$ cat config.mk
export PLATFORM = sky130hd
export DESIGN_NAME = line_bip_monitor
export DESIGN_NICKNAME = d
export VERILOG_FILES = /design/src/rtl/lbm_pkg.sv /design/src/rtl/lbm_position.sv /design/src/rtl/lbm_parity.sv /design/src/rtl/lbm_counter.sv /design/src/rtl/line_bip_monitor.sv
export SDC_FILE = /design/constraint.sdc
export NUM_CORES = 1
export LEC_CHECK = 0
export ABC_AREA = 1
export BUFFER_PORTS_ARGS = -buffer_cell sky130_fd_sc_hd__buf_2
export CORE_MARGIN = 3
export CORE_UTILIZATION = 40
export CTS_CLUSTER_SIZE = 16
export DETAILED_ROUTE_END_ITERATION = 6
export PLACE_DENSITY = 0.69
export SETUP_SLACK_MARGIN = 0.2
export SLEW_MARGIN = 25
export SYNTH_ARGS = -nofsm -noshare
export SYNTH_HDL_FRONTEND = slang
export SYNTH_SLANG_ARGS = --single-unit
$ cat constraint.sdc
create_clock -name clk -period 4.9 [get_ports clk]
set_input_delay 0.49 -clock clk [delete_from_list [all_inputs] [get_ports clk]]
set_output_delay 0.49 -clock clk [all_outputs]
set_load 0.02 [all_outputs]
$ cat src/rtl/lbm_pkg.sv
package lbm_pkg;

    // Default frame geometry (zero-based indices are used inside the block)
    localparam int LBM_ROWS     = 9;
    localparam int LBM_COLS     = 90;
    localparam int LBM_SOH_ROWS = 3;
    localparam int LBM_SOH_COLS = 3;
    localparam int LBM_B2_ROW   = 4;
    localparam int LBM_B2_COL   = 0;

    typedef enum logic {
        ST_HUNT = 1'b0,
        ST_LOCK = 1'b1
    } sync_e;

endpackage

$ cat src/rtl/lbm_position.sv
module lbm_position
    import lbm_pkg::*;
#(
    parameter int ROWS     = LBM_ROWS,
    parameter int COLS     = LBM_COLS,
    parameter int SOH_ROWS = LBM_SOH_ROWS,
    parameter int SOH_COLS = LBM_SOH_COLS,
    parameter int B2_ROW   = LBM_B2_ROW,
    parameter int B2_COL   = LBM_B2_COL
) (
    input  logic clk,
    input  logic rst_n,
    input  logic in_vld,
    input  logic in_sof,
    input  logic oof,
    output logic take,
    output logic frame_start,
    output logic in_soh,
    output logic at_b2,
    output logic at_last
);

    localparam int RW = $clog2(ROWS);
    localparam int CW = $clog2(COLS);
    localparam logic [RW-1:0] LAST_ROW = RW'(ROWS - 1);
    localparam logic [CW-1:0] LAST_COL = CW'(COLS - 1);
    localparam logic [RW-1:0] SOH_R    = RW'(SOH_ROWS);
    localparam logic [CW-1:0] SOH_C    = CW'(SOH_COLS);
    localparam logic [RW-1:0] B2_R     = RW'(B2_ROW);
    localparam logic [CW-1:0] B2_C     = CW'(B2_COL);

    typedef struct packed {
        sync_e         sync;
        logic [RW-1:0] row;
        logic [CW-1:0] col;
    } pos_t;

    pos_t s_d, s_q;
    logic [RW-1:0] cur_row;
    logic [CW-1:0] cur_col;

    always_comb begin
        s_d     = s_q;
        take    = in_vld && !oof && (in_sof || (s_q.sync == ST_LOCK));
        cur_row = in_sof ? '0 : s_q.row;
        cur_col = in_sof ? '0 : s_q.col;

        if (oof) begin
            s_d.sync = ST_HUNT;
            s_d.row  = '0;
            s_d.col  = '0;
        end else if (take) begin
            s_d.sync = ST_LOCK;
            if (cur_col == LAST_COL) begin
                s_d.col = '0;
                s_d.row = (cur_row == LAST_ROW) ? '0 : cur_row + 1'b1;
            end else begin
                s_d.col = cur_col + 1'b1;
                s_d.row = cur_row;
            end
        end

        frame_start = (cur_row == '0) && (cur_col == '0);
        in_soh      = (cur_row < SOH_R) && (cur_col < SOH_C);
        at_b2       = (cur_row == B2_R) && (cur_col == B2_C);
        at_last     = (cur_row == LAST_ROW) && (cur_col == LAST_COL);
    end

    always_ff @(posedge clk) begin
        if (!rst_n) s_q <= '0;
        else        s_q <= s_d;
    end

    AST_COL_RANGE: assert property (@(posedge clk) disable iff (!rst_n)
        (s_q.col <= LAST_COL) && (s_q.row <= LAST_ROW));

    AST_HUNT_ON_OOF: assert property (@(posedge clk) disable iff (!rst_n)
        oof |=> (s_q.sync == ST_HUNT));

endmodule

$ cat src/rtl/lbm_parity.sv
module lbm_parity #(
    parameter int DW = 8
) (
    input  logic          clk,
    input  logic          rst_n,
    input  logic          oof,
    input  logic          take,
    input  logic          frame_start,
    input  logic          in_soh,
    input  logic          at_b2,
    input  logic          at_last,
    input  logic [DW-1:0] in_byte,
    output logic [DW-1:0] mism,
    output logic          err_pulse
);

    typedef struct packed {
        logic [DW-1:0] acc;
        logic [DW-1:0] ref_par;
        logic          ref_vld;
        logic          err;
    } par_t;

    par_t s_d, s_q;
    logic [DW-1:0] base;
    logic [DW-1:0] folded;
    logic          do_cmp;

    always_comb begin
        s_d    = s_q;
        base   = frame_start ? '0 : s_q.acc;
        folded = in_soh ? base : (base ^ in_byte);
        do_cmp = take && at_b2 && s_q.ref_vld && !oof;
        mism   = do_cmp ? (in_byte ^ s_q.ref_par) : '0;

        if (oof) begin
            s_d.acc     = '0;
            s_d.ref_vld = 1'b0;
        end else if (take) begin
            if (at_last) begin
                s_d.ref_par = folded;
                s_d.ref_vld = 1'b1;
                s_d.acc     = '0;
            end else begin
                s_d.acc = folded;
            end
        end
        s_d.err = |mism;
    end

    always_ff @(posedge clk) begin
        if (!rst_n) s_q <= '0;
        else        s_q <= s_d;
    end

    assign err_pulse = s_q.err;

    AST_NO_ERR_OOF: assert property (@(posedge clk) disable iff (!rst_n)
        oof |=> !err_pulse);

    AST_ERR_SINGLE: assert property (@(posedge clk) disable iff (!rst_n)
        err_pulse |=> !err_pulse);

endmodule

$ cat src/rtl/lbm_counter.sv
module lbm_counter #(
    parameter int CNT_W = 18,
    parameter int DW    = 8
) (
    input  logic             clk,
    input  logic             rst_n,
    input  logic [DW-1:0]    mism,
    input  logic             count_blocks,
    input  logic             saturate,
    input  logic             pm_latch,
    output logic [CNT_W-1:0] hold_count
);

    localparam int IW = $clog2(DW + 1);
    localparam logic [CNT_W-1:0] CNT_MAX = {CNT_W{1'b1}};

    typedef struct packed {
        logic [CNT_W-1:0] cnt;
        logic [CNT_W-1:0] hold;
    } cnt_t;

    cnt_t s_d, s_q;
    logic [IW-1:0]  ones;
    logic [IW-1:0]  incr;
    logic [CNT_W:0] sum;

    always_comb begin
        ones = '0;
        for (int i = 0; i < DW; i++) begin
            ones = ones + IW'(mism[i]);
        end
        incr = count_blocks ? IW'(|mism) : ones;
        sum  = {1'b0, s_q.cnt} + (CNT_W + 1)'(incr);

        s_d = s_q;
        if (pm_latch) begin
            s_d.hold = s_q.cnt;
            s_d.cnt  = CNT_W'(incr);
        end else if (sum[CNT_W]) begin
            s_d.cnt = saturate ? CNT_MAX : sum[CNT_W-1:0];
        end else begin
            s_d.cnt = sum[CNT_W-1:0];
        end
    end

    always_ff @(posedge clk) begin
        if (!rst_n) s_q <= '0;
        else        s_q <= s_d;
    end

    assign hold_count = s_q.hold;

    AST_HOLD_STABLE: assert property (@(posedge clk) disable iff (!rst_n)
        !pm_latch |=> $stable(hold_count));

    AST_CLEAR_ON_LATCH: assert property (@(posedge clk) disable iff (!rst_n)
        pm_latch |=> (s_q.cnt <= CNT_W'(DW)));

    AST_SAT_NO_WRAP: assert property (@(posedge clk) disable iff (!rst_n)
        (saturate && !pm_latch) |=> (s_q.cnt >= $past(s_q.cnt)));

    AST_BLK_STEP: assert property (@(posedge clk) disable iff (!rst_n)
        (count_blocks && !pm_latch && (s_q.cnt != CNT_MAX)) |=>
        ((s_q.cnt == $past(s_q.cnt)) || (s_q.cnt == $past(s_q.cnt) + 1'b1)));

endmodule

$ cat src/rtl/line_bip_monitor.sv
module line_bip_monitor
    import lbm_pkg::*;
#(
    parameter int ROWS     = LBM_ROWS,
    parameter int COLS     = LBM_COLS,
    parameter int SOH_ROWS = LBM_SOH_ROWS,
    parameter int SOH_COLS = LBM_SOH_COLS,
    parameter int B2_ROW   = LBM_B2_ROW,
    parameter int B2_COL   = LBM_B2_COL,
    parameter int DW       = 8,
    parameter int CNT_W    = 18
) (
    input  logic             clk,
    input  logic             rst_n,
    input  logic             in_vld,
    input  logic             in_sof,
    input  logic [DW-1:0]    in_byte,
    input  logic             oof,
    input  logic             pm_latch,
    input  logic             count_blocks,
    input  logic             saturate,
    output logic [CNT_W-1:0] hold_count,
    output logic             err_pulse
);

    logic          take;
    logic          frame_start;
    logic          in_soh;
    logic          at_b2;
    logic          at_last;
    logic [DW-1:0] mism;

    lbm_position #(
        .ROWS(ROWS), .COLS(COLS), .SOH_ROWS(SOH_ROWS), .SOH_COLS(SOH_COLS),
        .B2_ROW(B2_ROW), .B2_COL(B2_COL)
    ) i_position (
        .clk(clk), .rst_n(rst_n), .in_vld(in_vld), .in_sof(in_sof), .oof(oof),
        .take(take), .frame_start(frame_start), .in_soh(in_soh),
        .at_b2(at_b2), .at_last(at_last)
    );

    lbm_parity #(.DW(DW)) i_parity (
        .clk(clk), .rst_n(rst_n), .oof(oof), .take(take),
        .frame_start(frame_start), .in_soh(in_soh), .at_b2(at_b2),
        .at_last(at_last), .in_byte(in_byte), .mism(mism), .err_pulse(err_pulse)
    );

    lbm_counter #(.CNT_W(CNT_W), .DW(DW)) i_counter (
        .clk(clk), .rst_n(rst_n), .mism(mism), .count_blocks(count_blocks),
        .saturate(saturate), .pm_latch(pm_latch), .hold_count(hold_count)
    );

endmodule

* Word-level counts from Yosys, hierarchy flattened
Cells that the tools add are included.
** Storage, ports and cells
- Bits in registers :: 66
- Bits of input ports :: 16
- Output and inout bits :: 19
- Word-level logic and storage cells :: 59
** Cells by class
- Add/sub/neg operators :: 10
- Magnitude comparators :: 2
- Equal/unequal tests :: 3
- Muxes and demuxes :: 12
- Bitwise logic cells :: 4
- Reductions and logical operators :: 18
** Operator list (count)
- $mux 18 :: 2
- $mux 8 :: 4
- $add 4x1->4 :: 6
- $add 18x4->19 :: 1
- $mux 4 :: 4
- $xor 8x8->8 :: 2
- $mux 11 :: 1
- $logic_and 1x1->1 :: 9
- $reduce_or 8->1 :: 1
- $add 7x1->7 const B :: 1
- $eq 7x7->1 const B :: 1
- $logic_not 7->1 :: 1
- $lt 7x2->1 const B :: 1
- $mux 7 :: 1
- $add 4x1->4 const B :: 1
- $eq 4x3->1 const B :: 1
- $eq 4x4->1 const B :: 1
- $logic_not 4->1 :: 1
- $lt 4x2->1 const B :: 1
- $reduce_or 2->1 :: 2
- $reduce_and 3->1 :: 1
- $add 1x1->2 :: 1
- $not 1->1 :: 2
- $reduce_and 2->1 :: 1
- 2 further kinds :: 2

* Logic depth before layout (Yosys ltp)
- Depth after elaboration :: 19
- Gate-level depth with buffers :: 29
- Depth with buffers taken out :: 29

* Modules after synthesis
From an unflattened synthesis, not the netlist that was laid out.
** Second synthesis, totals
- Cell total of the unflattened synthesis :: 592
- Area total of the unflattened synthesis :: 4026.4 um^2
** By module, submodules not included
- lbm_counter :: instances 1, cells an instance 280, area an instance 2089.5 um^2
- lbm_parity :: instances 1, cells an instance 167, area an instance 1024.7 um^2
- lbm_position :: instances 1, cells an instance 145, area an instance 912.1 um^2

* Least setup slack after synthesis
Ideal clock, no wire load.
- Kind :: input-to-reg
- Start point :: input in_sof
- End point :: register i_counter.s_q[31] (netlist bit)
- Setup time :: 115 ps
- Data arrival time :: 4874 ps
- Slack :: -90 ps
- Cell stages on the path :: 28
- Path buffers :: 0
- Cells stage by stage :: inv_4 -> nand2_1 -> ha_1 -> nand3_1 -> nor2_4 -> nand2_1 -> a21oi_1 -> ha_1 -> inv_1 -> fa_1 -> fa_1 -> inv_1 -> fa_1 -> or2_2 -> nand2_1 -> inv_1 -> ha_1 -> fa_1 -> nand3_1 -> nand3_1 -> nand3_2 -> nor2_1 -> nand3_2 -> inv_1 -> nand2_2 -> nand2_1 -> o21ai_0 -> inv_1
** Between the ends
- Word-level cells in the longest chain between the ends :: 18
- Elaborated cells between the ends (all ways) :: 23
- Classes of those cells :: 8 x add/sub; 1 x eq/ne; 6 x mux; 8 x reduce/logical
** RTL lines
- from (decl) :: RTL line line_bip_monitor.sv:16 : input logic in_sof,
- $mux 4 / $mux 7 (equally long branches) :: RTL line lbm_position.sv:45, lbm_position.sv:46
- $eq 4x3->1 / $logic_not 7->1 (equally long branches) :: RTL line lbm_position.sv:65 : at_b2 = (cur_row == B2_R) && (cur_col == B2_C);
- $logic_and 1x1->1 :: RTL line lbm_position.sv:65
- $logic_and 1x1->1 * (3 in series) :: RTL line lbm_parity.sv:33 : do_cmp = take && at_b2 && s_q.ref_vld && !oof;
- $mux 8 * :: RTL line lbm_parity.sv:34 : mism = do_cmp ? (in_byte ^ s_q.ref_par) : '0;
- $add 1x1->2 :: RTL line lbm_counter.sv:30 : ones = ones + IW'(mism[i]);
- $add 4x1->4 (6 in series) :: RTL line lbm_counter.sv:30
- $mux 4 * :: RTL line lbm_counter.sv:32 : incr = count_blocks ? IW'(|mism) : ones;
- $add 18x4->19 * :: RTL line lbm_counter.sv:33 : sum = {1'b0, s_q.cnt} + (CNT_W + 1)'(incr);
- $mux 18 :: RTL line lbm_counter.sv:40 : s_d.cnt = saturate ? CNT_MAX : sum[CNT_W-1:0];
- $mux 18 * :: RTL line lbm_counter.sv:39 : end else if (sum[CNT_W]) begin
- to (signal assigned) :: RTL line lbm_counter.sv:47 : if (!rst_n) s_q <= '0;
- to (signal assigned) :: RTL line lbm_counter.sv:48 : else s_q <= s_d;
- to (decl) :: RTL line lbm_counter.sv:22 : cnt_t s_d, s_q;
Mark *: on every way between the ends. The rest lies on a longest branch, timed or not.
A chain may end at the register's enable or synchronous reset.

* Worst setup path in the final report
- Start point :: register i_position.s_q[8] (netlist bit)
- End point :: register i_counter.s_q[26] (netlist bit)
** Between the ends
- Word-level cells in the longest chain between the ends :: 18
- Elaborated cells between the ends (all ways) :: 19
- Classes of those cells :: 8 x add/sub; 1 x eq/ne; 5 x mux; 5 x reduce/logical
** RTL lines
- from (decl) :: RTL line lbm_position.sv:38 : pos_t s_d, s_q;
- from (signal assigned) :: RTL line lbm_position.sv:70 : if (!rst_n) s_q <= '0;
- from (signal assigned) :: RTL line lbm_position.sv:71 : else s_q <= s_d;
- $mux 4 * :: RTL line lbm_position.sv:45 : cur_row = in_sof ? '0 : s_q.row;
- $eq 4x3->1 * :: RTL line lbm_position.sv:65
- $logic_and 1x1->1 * :: RTL line lbm_position.sv:65
- $logic_and 1x1->1 * (3 in series) :: RTL line lbm_parity.sv:33
- $mux 8 * :: RTL line lbm_parity.sv:34
- $add 1x1->2 :: RTL line lbm_counter.sv:30
- $add 4x1->4 (6 in series) :: RTL line lbm_counter.sv:30
- $mux 4 * :: RTL line lbm_counter.sv:32
- $add 18x4->19 * :: RTL line lbm_counter.sv:33
- $mux 18 :: RTL line lbm_counter.sv:40
- $mux 18 * :: RTL line lbm_counter.sv:39
Marked as above.

==> flow_metrics.py <==
metrics = {
    "yosys": {
        "synth_edf_count": 0,
        "syn_area_um2": 3760,
        "synth-seq-area-share_pct": 35.1,
        "syn-num-nets": 558,
        "yosys_warnings": 0,
        "synth_ff_type": "dfxtp_1",
        "synthCells": 524,
        "postSynthAreaPerCell_um2": 7.18,
        "synth_cell_type_count": 41,
        "ys_ff_latch": 66,
        "ys_async_sr_fraction_pct": 0,
    },
    "global_route": {
        "grt_util_met1_pct": 20.2,
        "grt_max_degree": 35,
        "grt_pass1_wl_um": 14300,
        "busiest_layer": "met2",
        "track_usage_pct": 17.2,
        "antenna_found_initial": 0,
        "gr-usage-met2_pct": 29.6,
        "grt_pass1_vias": 3266,
        "grt-ovfl-total": 0,
        "grt_util_met3_pct": 4.19,
    },
    "timing": {
        "finalSetupViolCount": 0,
        "hold_viol_final": 0,
        "rsz0062_at_grt": "yes",
        "timing.fmax_mhz": 213,
        "tightest_slew_ps": 1430,
        "finalMaxSlewViolations": 0,
        "skew_ps": 15.8,
        "slew_headroom_pct": 3.93,
        "post-route-period-util_pct": 95.7,
        "fin_crit_ps": 4690,
    },
    "routing": {
        "first_pass_iters": 4,
        "first_iter_violations": 104,
        "vias": 3505,
        "wl_per_cell_um": 13.4,
        "routed_wirelength_um": 9420,
        "drc": 0,
        "avgViaCountPerCell": 4.97,
        "ant_nets": 0,
    },
    "floorplanning": {
        "die_area_um2": 10600,
        "num_io_pins": 35,
        "initial_core_util_pct": 42.1,
        "fp.dieH_um": 103,
        "rows": 34,
        "fp.dieW_um": 103,
        "core_um2": 8930,
    },
    "power_and_ir_drop": {
        "vdd_drop_max_uv": 173,
        "swShare_pct": 26.3,
        "cellPowerDensity_nw_per_um2": 230,
        "combPwrFrac_pct": 8.1,
        "pwr-share-seq_pct": 49.9,
        "netSwitchingPower_uw": 290,
        "clkPwrFrac_pct": 42.0,
        "fin_total_pwr_mw": 1.10,
        "leakage_nw": 2.13,
        "internal_power_uw": 814,
    },
    "clocking": {
        "clk_latency_ps": 350,
        "clock_path_buffers": 2,
        "cts_max_level": 3,
        "cts_tree": "done",
        "hold_buffers": 0,
        "cts_buffers": 9,
        "cts.sinks": 66,
        "cts-root-buf": "clkbuf_8",
        "clk_pin_slew_ps": 80,
    },
    "critical_path": {
        "critPathMaxStageDelay_ps": 410,
        "cp-start-kind": "flop",
        "crit_end": "i_counter.s_q[26]$_SDFF_PP0_",
        "cpMostUsedCell": "buf_4",
        "cp_slowest_cell": "fa_2",
        "reg2reg_to": "i_counter.s_q[26]$_SDFF_PP0_",
        "crit_arrival_ps": 4910,
        "rrSetupSlack_ps": 210,
        "worstSetupPathType": "flop to flop",
        "critPathRequiredTime_ps": 5120,
        "crit_start": "i_position.s_q[8]$_SDFFE_PP0P_",
        "crit_fanout": 3,
        "end_kind": "flop",
        "timing.rr.start": "i_position.s_q[8]$_SDFFE_PP0P_",
        "r2r_cells": 32,
    },
    "finish": {
        "nets": 626,
        "fill_cells": 826,
        "drive_above_1_share_pct": 31.7,
        "synthToLayoutAreaGrowth_pct": 27.4,
        "final_common_cell": "nand2_1",
        "mostFrequentLayoutCells": "nand2_1 (95), dfxtp_1 (63), inv_1 (60), buf_4 (52), a21oi_1 (46)",
        "fin_util_pct": 53.7,
        "diodes": 0,
    },
    "worst_hold_path": {
        "min_from": "in_vld",
        "hold_path.class": "input port to flop",
    },
    "placed_design": {
        "gp_congestion": 0.913,
        "dp_hpwl_um": 6160,
        "io_buffers": 34,
    },
    "flow_run": {
        "max_cap_violations": 0,
    },
    "status": {
        "status": "finished, final reports clean",
    },
}
[cell usage after synthesis (5+ instances only)]
cell type | number | area (µm²)
a21oi_1 | 55 | 275
buf_4 | 18 | 135
clkbuf_1 | 8 | 30.0
dfxtp_1 | 66 | 1320
fa_1 | 5 | 100
ha_1 | 13 | 163
inv_1 | 70 | 263
nand2_1 | 102 | 383
nand2_2 | 10 | 62.6
nand3_1 | 22 | 110
nor2_1 | 44 | 165
nor3_1 | 9 | 45.0
o21ai_0 | 36 | 180
xnor2_1 | 5 | 43.8
xor2_1 | 19 | 166
[critical path: cells and delay by family, from the launching register on]
| family | cells | cell delay (ps) |
|---|---|---|
| xor gates and xnor gates | 1 | 170 |
| AOI/OAI and AO/OA | 1 | 70 |
| buffers and inverters | 14 | 1460 |
| DFF | 1 | 340 |
| and+or+nand+nor | 11 | 1020 |
| adders and majority gates | 5 | 1490 |
[final cells by class]
class | count | area (µm²) | area share, %
multi-input combinational | 355 | 2270 | 47.4
sequential | 66 | 1330 | 27.6
timing repair buffer | 86 | 576 | 12.0
inverter | 74 | 288 | 6.00
tap | 108 | 135 | 2.82
clock buffer | 9 | 124 | 2.58
clock inverter | 7 | 75.1 | 1.56
[how the worst min path moves through the flow]
stage	to	slack, ps	depth (start not counted)
6_report	i_position.s_q[11]$_SDFFE_PP0P_	460	3
5_1_grt	i_position.s_q[11]$_SDFFE_PP0P_	470	3
4_1_cts	i_position.s_q[11]$_SDFFE_PP0P_	430	3
3_5_place_dp	i_parity.s_q[14]$_SDFFE_PP0P_	460	2
3_3_place_gp	i_position.s_q[11]$_SDFFE_PP0P_	450	2
2_1_floorplan	i_position.s_q[11]$_SDFFE_PP0P_	440	2
[power by group through the flow]
stage	combinational, mW	clock, mW	sequential, mW
6_report	0.0891	0.464	0.552
5_1_grt	0.0989	0.497	0.553
4_1_cts	0.0825	0.474	0.551
3_5_place_dp	0.0807	0	0.564
3_3_place_gp	0.0787	0	0.564
2_1_floorplan	0.0601	0	0.563
[cell families after synthesis]
| group | share of synthesized area [%] |
|---|---|
| AO/OA/AOI/OAI | 14.2 |
| XOR/XNOR | 5.58 |
| adder cells (fa/ha/maj) | 6.98 |
| buffers and inverters | 12.5 |
| flip-flops | 35.1 |
| AND/OR/NAND/NOR | 25.7 |
[through the flow]
step / cell area [µm²] / setup WS, ps / std cells / setup TNS [ps] / hold slack, ps
after floorplan: 3800 / 197 / 524 / 0 / 435
after global placement: 4140 / -68.0 / 665 / -424 / 445
after detailed placement: 4140 / -247 / 665 / -2950 / 459
after CTS: 4490 / 180 / 698 / 0 / 430
after global routing: 4800 / 15.3 / 705 / 0 / 469
final: 4800 / 210 / 705 / 0 / 458
[layer usage]
layer	share of wire [%]	vias to the layer above
li1	-	1800
met1	43	1605
met2	50	78
met3	3.8	22
met4	2.8	0
met5	0	-
[registers in the layout, summed over array words and instances, names as in the netlist]
register              count
i_position.s_q           12
i_counter.hold_count     18
i_parity.s_q             17
i_parity.err_pulse        1
i_counter.s_q            18
[what timing repair did]
item / 4_1_cts / 5_1_grt
pin swaps: 12 / 18
setup endpoints to repair: 18 / 18
cloned: 1 / 0
buffers inserted: 16 / 7
gates resized for setup: 14 / 57
No activity file was read; power rests on OpenSTA's default activity.
